===== src/rtl/coal_pkg.sv =====
package coal_pkg;

   typedef enum logic [1:0] {
      SZ_32B  = 2'd0,
      SZ_64B  = 2'd1,
      SZ_128B = 2'd2
   } txn_size_e;

   // log2 of the element size in bytes; codes above 4 clamp to 16 bytes
   function automatic logic [2:0] elem_lg(input logic [2:0] code);
      return (code > 3'd4) ? 3'd4 : code;
   endfunction

   // log2 of the segment size in bytes for a given element size log2
   function automatic logic [2:0] seg_lg(input logic [2:0] elg);
      logic [2:0] r;
      case (elg)
         3'd0:    r = 3'd5;
         3'd1:    r = 3'd6;
         default: r = 3'd7;
      endcase
      return r;
   endfunction

endpackage


===== src/rtl/coal_anchor.sv =====
module coal_anchor #(
   parameter int NTHR = 16,
   localparam int IW = $clog2(NTHR)
) (
   input  logic [NTHR-1:0] pend,
   output logic [NTHR-1:0] anchor_oh,
   output logic [IW-1:0]   anchor_idx
);

   logic [NTHR:0] seen;
   assign seen[0] = 1'b0;

   genvar gi;
   generate
      for (gi = 0; gi < NTHR; gi++) begin : g_pick
         assign anchor_oh[gi] = pend[gi] & ~seen[gi];
         assign seen[gi+1]    = seen[gi] | pend[gi];
      end
   endgenerate

   always_comb begin
      anchor_idx = '0;
      for (int i = 0; i < NTHR; i++) begin
         if (anchor_oh[i]) anchor_idx = anchor_idx | IW'(i);
      end
   end

endmodule


===== src/rtl/coal_shrink.sv =====
module coal_shrink (
   input  logic       en,
   input  logic [2:0] slg,
   input  logic [6:0] lo_off,
   input  logic [6:0] hi_off,
   output logic [2:0] out_lg,
   output logic [6:0] base_off
);

   always_comb begin
      out_lg   = slg;
      base_off = '0;
      if (en) begin
         for (int l = 7; l >= 6; l--) begin
            if ((out_lg == 3'(l)) && (lo_off[l-1] == hi_off[l-1])) begin
               base_off[l-1] = lo_off[l-1];
               out_lg        = 3'(l - 1);
            end
         end
      end
   end

endmodule


===== src/rtl/coal_gather.sv =====
module coal_gather
   import coal_pkg::*;
#(
   parameter int NTHR = 16,
   parameter int AW   = 32
) (
   input  logic [NTHR*AW-1:0] addr,
   input  logic [NTHR-1:0]    pend,
   input  logic [NTHR-1:0]    anchor_oh,
   input  logic [2:0]         esize,
   output logic [NTHR-1:0]    member,
   output logic               misalign,
   output logic [AW-1:0]      base,
   output logic [1:0]         size
);

   logic [2:0]    elg, slg;
   logic [AW-1:0] elem_m, seg_m;
   assign elg    = elem_lg(esize);
   assign slg    = seg_lg(elg);
   assign elem_m = (AW'(1) << elg) - AW'(1);
   assign seg_m  = (AW'(1) << slg) - AW'(1);

   logic [NTHR-1:0] mis;
   logic [7:0]      off_lo [NTHR];
   logic [7:0]      off_hi [NTHR];
   logic [AW-1:0]   segb   [NTHR];

   genvar gi;
   generate
      for (gi = 0; gi < NTHR; gi++) begin : g_thr
         logic [AW-1:0] a;
         assign a           = addr[gi*AW +: AW];
         assign mis[gi]     = |(a & elem_m);
         assign segb[gi]    = a & ~seg_m;
         assign off_lo[gi]  = {1'b0, a[6:0] & seg_m[6:0]};
         assign off_hi[gi]  = off_lo[gi] + elem_m[7:0];
      end
   endgenerate

   logic [AW-1:0] aseg;
   logic          amis;
   always_comb begin
      aseg = '0;
      amis = 1'b0;
      for (int i = 0; i < NTHR; i++) begin
         if (anchor_oh[i]) begin
            aseg = aseg | segb[i];
            amis = amis | mis[i];
         end
      end
   end

   always_comb begin
      for (int i = 0; i < NTHR; i++) begin
         if (amis) member[i] = anchor_oh[i];
         else      member[i] = pend[i] & ~mis[i] & (segb[i] == aseg);
      end
   end

   logic [6:0] lo_min, hi_max;
   always_comb begin
      lo_min = 7'h7f;
      hi_max = 7'h00;
      for (int i = 0; i < NTHR; i++) begin
         if (member[i]) begin
            if (off_lo[i][6:0] < lo_min) lo_min = off_lo[i][6:0];
            if (off_hi[i][6:0] > hi_max) hi_max = off_hi[i][6:0];
         end
      end
   end

   logic [2:0] out_lg;
   logic [6:0] boff;

   coal_shrink u_shrink (
      .en       (~amis),
      .slg      (slg),
      .lo_off   (lo_min),
      .hi_off   (hi_max),
      .out_lg   (out_lg),
      .base_off (boff)
   );

   assign misalign = amis;
   assign base     = aseg | AW'(boff);
   assign size     = 2'(out_lg - 3'd5);

endmodule


===== src/rtl/seg_coalescer.sv =====
module seg_coalescer
   import coal_pkg::*;
#(
   parameter int NTHR = 16,
   parameter int AW   = 32
) (
   input  logic                 clk,
   input  logic                 rst_n,
   input  logic                 grp_valid,
   output logic                 grp_ready,
   input  logic [2:0]           grp_esize,
   input  logic [NTHR-1:0]      grp_mask,
   input  logic [NTHR*AW-1:0]   grp_addr,
   output logic                 txn_valid,
   input  logic                 txn_ready,
   output logic [AW-1:0]        txn_base,
   output logic [1:0]           txn_size,
   output logic [NTHR-1:0]      txn_mask,
   output logic                 txn_misalign,
   output logic                 grp_done
);

   localparam int IW = $clog2(NTHR);

   generate
      if (NTHR < 2) begin : g_bad_nthr
         $error("seg_coalescer: NTHR must be at least 2");
      end
      if (AW < 8) begin : g_bad_aw
         $error("seg_coalescer: AW must be at least 8");
      end
   endgenerate

   logic                busy_q, done_q;
   logic [NTHR-1:0]     pend_q;
   logic [NTHR*AW-1:0]  addr_q;
   logic [2:0]          esz_q;

   logic [NTHR-1:0]     anchor_oh;
   logic [IW-1:0]       anchor_idx;
   logic [NTHR-1:0]     member;
   logic                accept, fire;
   logic [NTHR-1:0]     pend_nxt;

   coal_anchor #(.NTHR(NTHR)) u_anchor (
      .pend       (pend_q),
      .anchor_oh  (anchor_oh),
      .anchor_idx (anchor_idx)
   );

   coal_gather #(.NTHR(NTHR), .AW(AW)) u_gather (
      .addr      (addr_q),
      .pend      (pend_q),
      .anchor_oh (anchor_oh),
      .esize     (esz_q),
      .member    (member),
      .misalign  (txn_misalign),
      .base      (txn_base),
      .size      (txn_size)
   );

   assign grp_ready = ~busy_q;
   assign accept    = grp_valid & ~busy_q;
   assign txn_valid = busy_q;
   assign txn_mask  = member;
   assign fire      = txn_valid & txn_ready;
   assign pend_nxt  = pend_q & ~member;
   assign grp_done  = done_q;

   always_ff @(posedge clk or negedge rst_n) begin
      if (!rst_n) begin
         busy_q <= 1'b0;
         done_q <= 1'b0;
         pend_q <= '0;
         addr_q <= '0;
         esz_q  <= '0;
      end else begin
         done_q <= 1'b0;
         if (accept) begin
            pend_q <= grp_mask;
            addr_q <= grp_addr;
            esz_q  <= grp_esize;
            busy_q <= |grp_mask;
            done_q <= ~|grp_mask;
         end else if (fire) begin
            pend_q <= pend_nxt;
            if (pend_nxt == '0) begin
               busy_q <= 1'b0;
               done_q <= 1'b1;
            end
         end
      end
   end


   hold_stable_chk: assert property (@(posedge clk) disable iff (!rst_n)
      txn_valid && !txn_ready |=> txn_valid && $stable(txn_base) && $stable(txn_mask)
                                  && $stable(txn_size) && $stable(txn_misalign));


   anchor_served_chk: assert property (@(posedge clk) disable iff (!rst_n)
      txn_valid |-> (txn_mask[anchor_idx] && pend_q[anchor_idx]
                     && ((pend_q & ((NTHR'(1) << anchor_idx) - NTHR'(1))) == '0)));


   retire_chk: assert property (@(posedge clk) disable iff (!rst_n)
      fire |=> ((pend_q & $past(txn_mask)) == '0));


   done_quiet_chk: assert property (@(posedge clk) disable iff (!rst_n)
      grp_done |-> !txn_valid && grp_ready);


   busy_block_chk: assert property (@(posedge clk) disable iff (!rst_n)
      txn_valid |-> !grp_ready);


   misalign_alone_chk: assert property (@(posedge clk) disable iff (!rst_n)
      txn_valid && txn_misalign |-> $countones(txn_mask) == 1);


   base_align_chk: assert property (@(posedge clk) disable iff (!rst_n)
      txn_valid |-> ((txn_base & ((AW'(32) << txn_size) - AW'(1))) == '0) && txn_size != 2'd3);


   seg_bound_chk: assert property (@(posedge clk) disable iff (!rst_n)
      txn_valid |-> 3'(txn_size) + 3'd5 <= seg_lg(elem_lg(esz_q)));


   inactive_chk: assert property (@(posedge clk) disable iff (!rst_n)
      txn_valid |-> (txn_mask & ~pend_q) == '0 && txn_mask != '0);

endmodule


===== config.mk =====
export PLATFORM = sky130hd
export DESIGN_NAME = seg_coalescer
export DESIGN_NICKNAME = d
export VERILOG_FILES = /design/src/rtl/coal_pkg.sv /design/src/rtl/coal_anchor.sv /design/src/rtl/coal_shrink.sv /design/src/rtl/coal_gather.sv /design/src/rtl/seg_coalescer.sv
export SDC_FILE = /design/constraint.sdc
export NUM_CORES = 2
export LEC_CHECK = 0
export ABC_CLOCK_PERIOD_IN_PS = 56600
export BUFFER_PORTS_ARGS = -buffer_cell sky130_fd_sc_hd__buf_2
export CORE_UTILIZATION = 61
export CTS_CLUSTER_SIZE = 28
export DETAILED_ROUTE_END_ITERATION = 12
export GPL_TIMING_DRIVEN = 0
export PLACE_DENSITY = 0.88
export SYNTH_ARGS = -nofsm -noshare
export SYNTH_HDL_FRONTEND = slang
export SYNTH_HIERARCHICAL = 1
export SYNTH_SLANG_ARGS = --single-unit

===== constraint.sdc =====
create_clock -name clk -period 56.6 [get_ports clk]
set_input_delay 2.83 -clock clk [delete_from_list [all_inputs] [get_ports clk]]
set_output_delay 2.83 -clock clk [all_outputs]
set_load 0.005 [all_outputs]

# Word-level counts from Yosys, hierarchy flattened
# Index checks and enable logic that the tools add are counted.
# Widths: inputs -> output; s select.
# classes
bitwise	177
n_addsub	19
reduce_logical	25
muxes	129
eq_ne	21
n_lt_le_gt_ge	33
n_shift	2
# op_table
operator	count
$and 32x32->32	32
$eq 32x32->1	16
$mux 32	16
$reduce_or 32->1	16
$or 32x32->32	15
$mux 7	64
$add 7x7->7	16
$and 7x7->7	16
$gt 7x7->1	15
$lt 7x7->1	15
$shl 1x3->32 const A	2
$sub 32x2->32 const B	2
$and 1x1->1	49
$mux 1	40
$mux 16	2
$not 1->1	32
$not 32->32	1
$or 32x7->32	1
$or 1x1->1	29
$and 16x16->16	1
$logic_not 16->1	1
$not 16->16	1
$reduce_or 16->1	1
$mux 3	3
14 further kinds	20
# word_totals
regBits	533
output_inout_bits	54
wordCells	411
in_bits	535

# Logic depth before layout (Yosys ltp)
# logic_depth
depth_word	97
mapped_depth	171
depth_no_buf	157

# Cells and area by module
# The synthesis kept the hierarchy.
# modules_own_cells
module	n_inst	area_per_inst_um2	cells_each
coal_gather	1	21105.2	2886
seg_coalescer	1	19919.1	1206
coal_anchor	1	332.8	51
coal_shrink	1	112.6	19

# Worst setup path after synthesis
# No wires, ideal clock.
# synth_path
kind	flip-flop to output port
start	reg esz_q[2]
end	out txn_base[5]
setup_slack_ps	23474
stages_incl_launch_ff	156
path_buffers	14
t_arrival_ps	30296
path_cell_list	dfrtp_1 or2_2 clkbuf_1 nor2_1 clkbuf_1 inv_1 clkbuf_1 clkbuf_1 ha_1 or4_1 o31a_1 a2111oi_0 nand4bb_1 clkbuf_1 o31a_1 inv_1 clkbuf_1 nand2_1 (+120 left out) o21ai_0 nand2_1 o21ai_0 a41o_1 clkbuf_1 nor2_1 a21o_1 ha_1 and4_1 o21ai_0 nand2_1 o21ai_0 a41oi_1 mux2i_1 xor2_1 nor2_1 and3_1 o21bai_1
# synth_between
word_cells_on_any_way	339
# synth_rtl
item	line	rtl
start: declaration	seg_coalescer.sv:37	logic [2:0] esz_q;
start signal: assignment	seg_coalescer.sv:82	esz_q <= grp_esize;
$gt 3x3->1	coal_pkg.sv:11	return (code > 3'd4) ? 3'd4 : code;
$mux 3 *	coal_pkg.sv:11	
$eq 3x1->1 or $logic_not 3->1 (tied branches)	coal_pkg.sv:17	case (elg)
$pmux 2 s2	coal_pkg.sv:17	
$shl 1x3->32	coal_gather.sv:22	assign seg_m = (AW'(1) << slg) - AW'(1);
$sub 32x2->32	coal_gather.sv:22	
$not 32->32	coal_gather.sv:35	assign segb[gi] = a & ~seg_m;
$and 32x32->32	coal_gather.sv:35	
(+34 left out)	--	
named net txn_mask[0]	seg_coalescer.sv:18	output logic [NTHR-1:0] txn_mask,
(+45 left out)	--	
$mux 7 *	coal_gather.sv:66	if (member[i]) begin
named net u_gather.hi_max[5]	coal_gather.sv:61	logic [6:0] lo_min, hi_max;
$eq 1x1->1 *	coal_shrink.sv:15	if ((out_lg == 3'(l)) && (lo_off[l-1] == hi_off[l-1])) begin
$logic_and 1x1->1 *	coal_shrink.sv:15	
$mux 1 *	coal_shrink.sv:15	
$mux 2 *	coal_shrink.sv:13	if (en) begin
named net u_gather.boff[5]	coal_gather.sv:74	logic [6:0] boff;
$or 32x7->32 *	coal_gather.sv:86	assign base = aseg | AW'(boff);
end: declaration	seg_coalescer.sv:16	output logic [AW-1:0] txn_base,
# The timed path passes the listed nets; every way through them passes the cells marked *. The select of a mux whose other input is x is not followed.

# Worst setup path in the final report
# layout_path
start	reg esz_q[2]
end	out txn_size[1]
# layout_between
elab_chain_cells	97
word_cells_on_any_way	339
# layout_rtl
item	line	rtl
$gt 3x3->1	coal_pkg.sv:11	
$mux 3 *	coal_pkg.sv:11	
$eq 3x1->1 or $logic_not 3->1 (tied branches)	coal_pkg.sv:17	
$pmux 2 s2	coal_pkg.sv:17	
$shl 1x3->32	coal_gather.sv:22	
$sub 32x2->32	coal_gather.sv:22	
$not 32->32	coal_gather.sv:35	
$and 32x32->32	coal_gather.sv:35	
(+80 left out)	--	
named net u_gather.hi_max[6]	coal_gather.sv:61	
(+2 left out)	--	
$mux 3 *	coal_shrink.sv:15	
$mux 3 *	coal_shrink.sv:13	
$eq 3x3->1	coal_shrink.sv:15	
$logic_and 1x1->1	coal_shrink.sv:15	
$mux 2 *	coal_shrink.sv:15	
$mux 2 *	coal_shrink.sv:13	
named net u_gather.out_lg[0]	coal_gather.sv:73	logic [2:0] out_lg;
$sub 2x1->2 *	coal_gather.sv:87	assign size = 2'(out_lg - 3'd5);
end: declaration	seg_coalescer.sv:17	output logic [1:0] txn_size,
# Marked as above.

==> metrics.cfg <==
[run_status]
status=finished with violations
violations=capacitance limit, slew limit

[worst_setup_path]
crit_buf_inv=21
critPathSlowestCell=nor4_1
crit_fanout=25
cp-start-kind=flop
path_delay_family=compound AO/OA/AOI/OAI gates
crit_top_cell=o21ai_0
critPathKind=flop to primary output
max_stage_delay_ps=980
arrival_ps=41850
end_kind=primary output
cp_data_required_time_ps=53770

[clocking]
cts_setup_buffers=0
clk_latency_ps=680
hold_buffers=0
clk_pin_slew_ps=70
root_buffer=clkbuf_16
cts_tree=done
cts_resized=0
numCtsBuffers=57
cts_buffer_depth=3
cts_sinks=533
htreeDepth=2

[die]
fp.dieArea_um2=68650
core_um2=66330
die_y_um=262.0
fp-row-count=94
top_level_ports=589
die_w_um=262.0
start_util_pct=62.17

[logic_synthesis]
yosys_warnings=6
synth_area_um2=41240
syn_avg_cell_area_um2=9.998
syn_inst=4125

[route]
drc=0
drt_iter0_drc=7031
ant_nets=0
num_vias=42410
wl_per_cell_um=36.66
wirelength_um=210300
vias_per_cell=7.393
dr.pass1.iters=11

[sta]
fin_crit_ps=44680
rsz0062_at_grt=false
worst_pin_slew_ps=1634
relSlewSlack_pct=-11.77
final_hold_viol_count=0
setup_viol=0
setup_tns_ps=0
worst_slack_ps=11920
timing.fmax_mhz=22.38
drv_slew=36
min_period_over_period_pct=78.93
skew_ps=44.99

[hold_path]
hold_path.class=flop to flop

[global_routing]
grt_overflow=0
antenna_found_initial=20
grt_usage_pct=60.01
grt_pass1_wl_um=288600
grt_max_degree=127
grt_pass1_vias=40660

[final_layout]
utilization_pct=71.72
layout_common_cells=buf_2, dfrtp_1, mux2_2
area_growth_pct=15.36
fin_cells=5736
drive_gt1_share_pct=29.34
mostFrequentLayoutCell=buf_2
final_nets=5656
fillers=4880

[placement]
dp_hpwl_um=161000
pre_cts_ws_ps=14880
routabilityCongestion=1.191
post-place-cells=5618
numPortBuffers=583

[run]
drv_cap=9

[sequential cells by signal, indices dropped and copies added (netlist names)]
name / count
pend_q: 16
addr_q: 512
txn_valid: 1
grp_done: 1
esz_q: 3
[through the flow]
step           area (µm²)  hold slack (ps)
5_1_grt             47540            525.6
2_1_floorplan       41380            478.8
3_5_place_dp        45570            495.1
4_1_cts             47530            509.5
6_report            47580            509.8
3_3_place_gp        45380            495.3
[path summary, 6_finish.rpt]
path | start | to | slack [ps] | cells after the start
min in group asynchronous | rst_n | addr_q[75] | 2030 | 1
worst max register to register | esz_q[2] | txn_valid | 45110 | 20
worst min register to register | addr_q[484] | addr_q[484] | 510 | 1
worst max-delay path | esz_q[2] | txn_size[1] | 11920 | 156
worst min-delay path | addr_q[484] | addr_q[484] | 510 | 1
max in group asynchronous | rst_n | addr_q[344] | 52620 | 4
[per-layer routing]
layer	vias to the layer above	share of wire, %	wire length (µm)	track usage [%]
met5	-	0.12	248	1.667
met2	4215	39	81920	82.82
met4	16	12	24380	53.52
met1	20190	33	69950	67.87
met3	1467	16	33770	29.83
li1	16520	-	-	-
[final cells by class]
| class | instances | area (µm²) | share of cell area, % |
|---|---|---|---|
| plain buffers | 234 | 1121 | 2.356 |
| flip-flops and latches | 533 | 13340 | 28.03 |
| multi-input cells | 3145 | 25990 | 54.63 |
| well taps | 864 | 1081 | 2.272 |
| clock buffers | 78 | 1637 | 3.440 |
| inverters | 251 | 943.4 | 1.983 |
| repair buffers | 591 | 3100 | 6.517 |
| diodes | 15 | 37.54 | 0.07890 |
| clock inverters | 25 | 326.6 | 0.6864 |
Power is not shown: default switching activity piles up to over one toggle a cycle in this logic, so the estimate is an artifact.
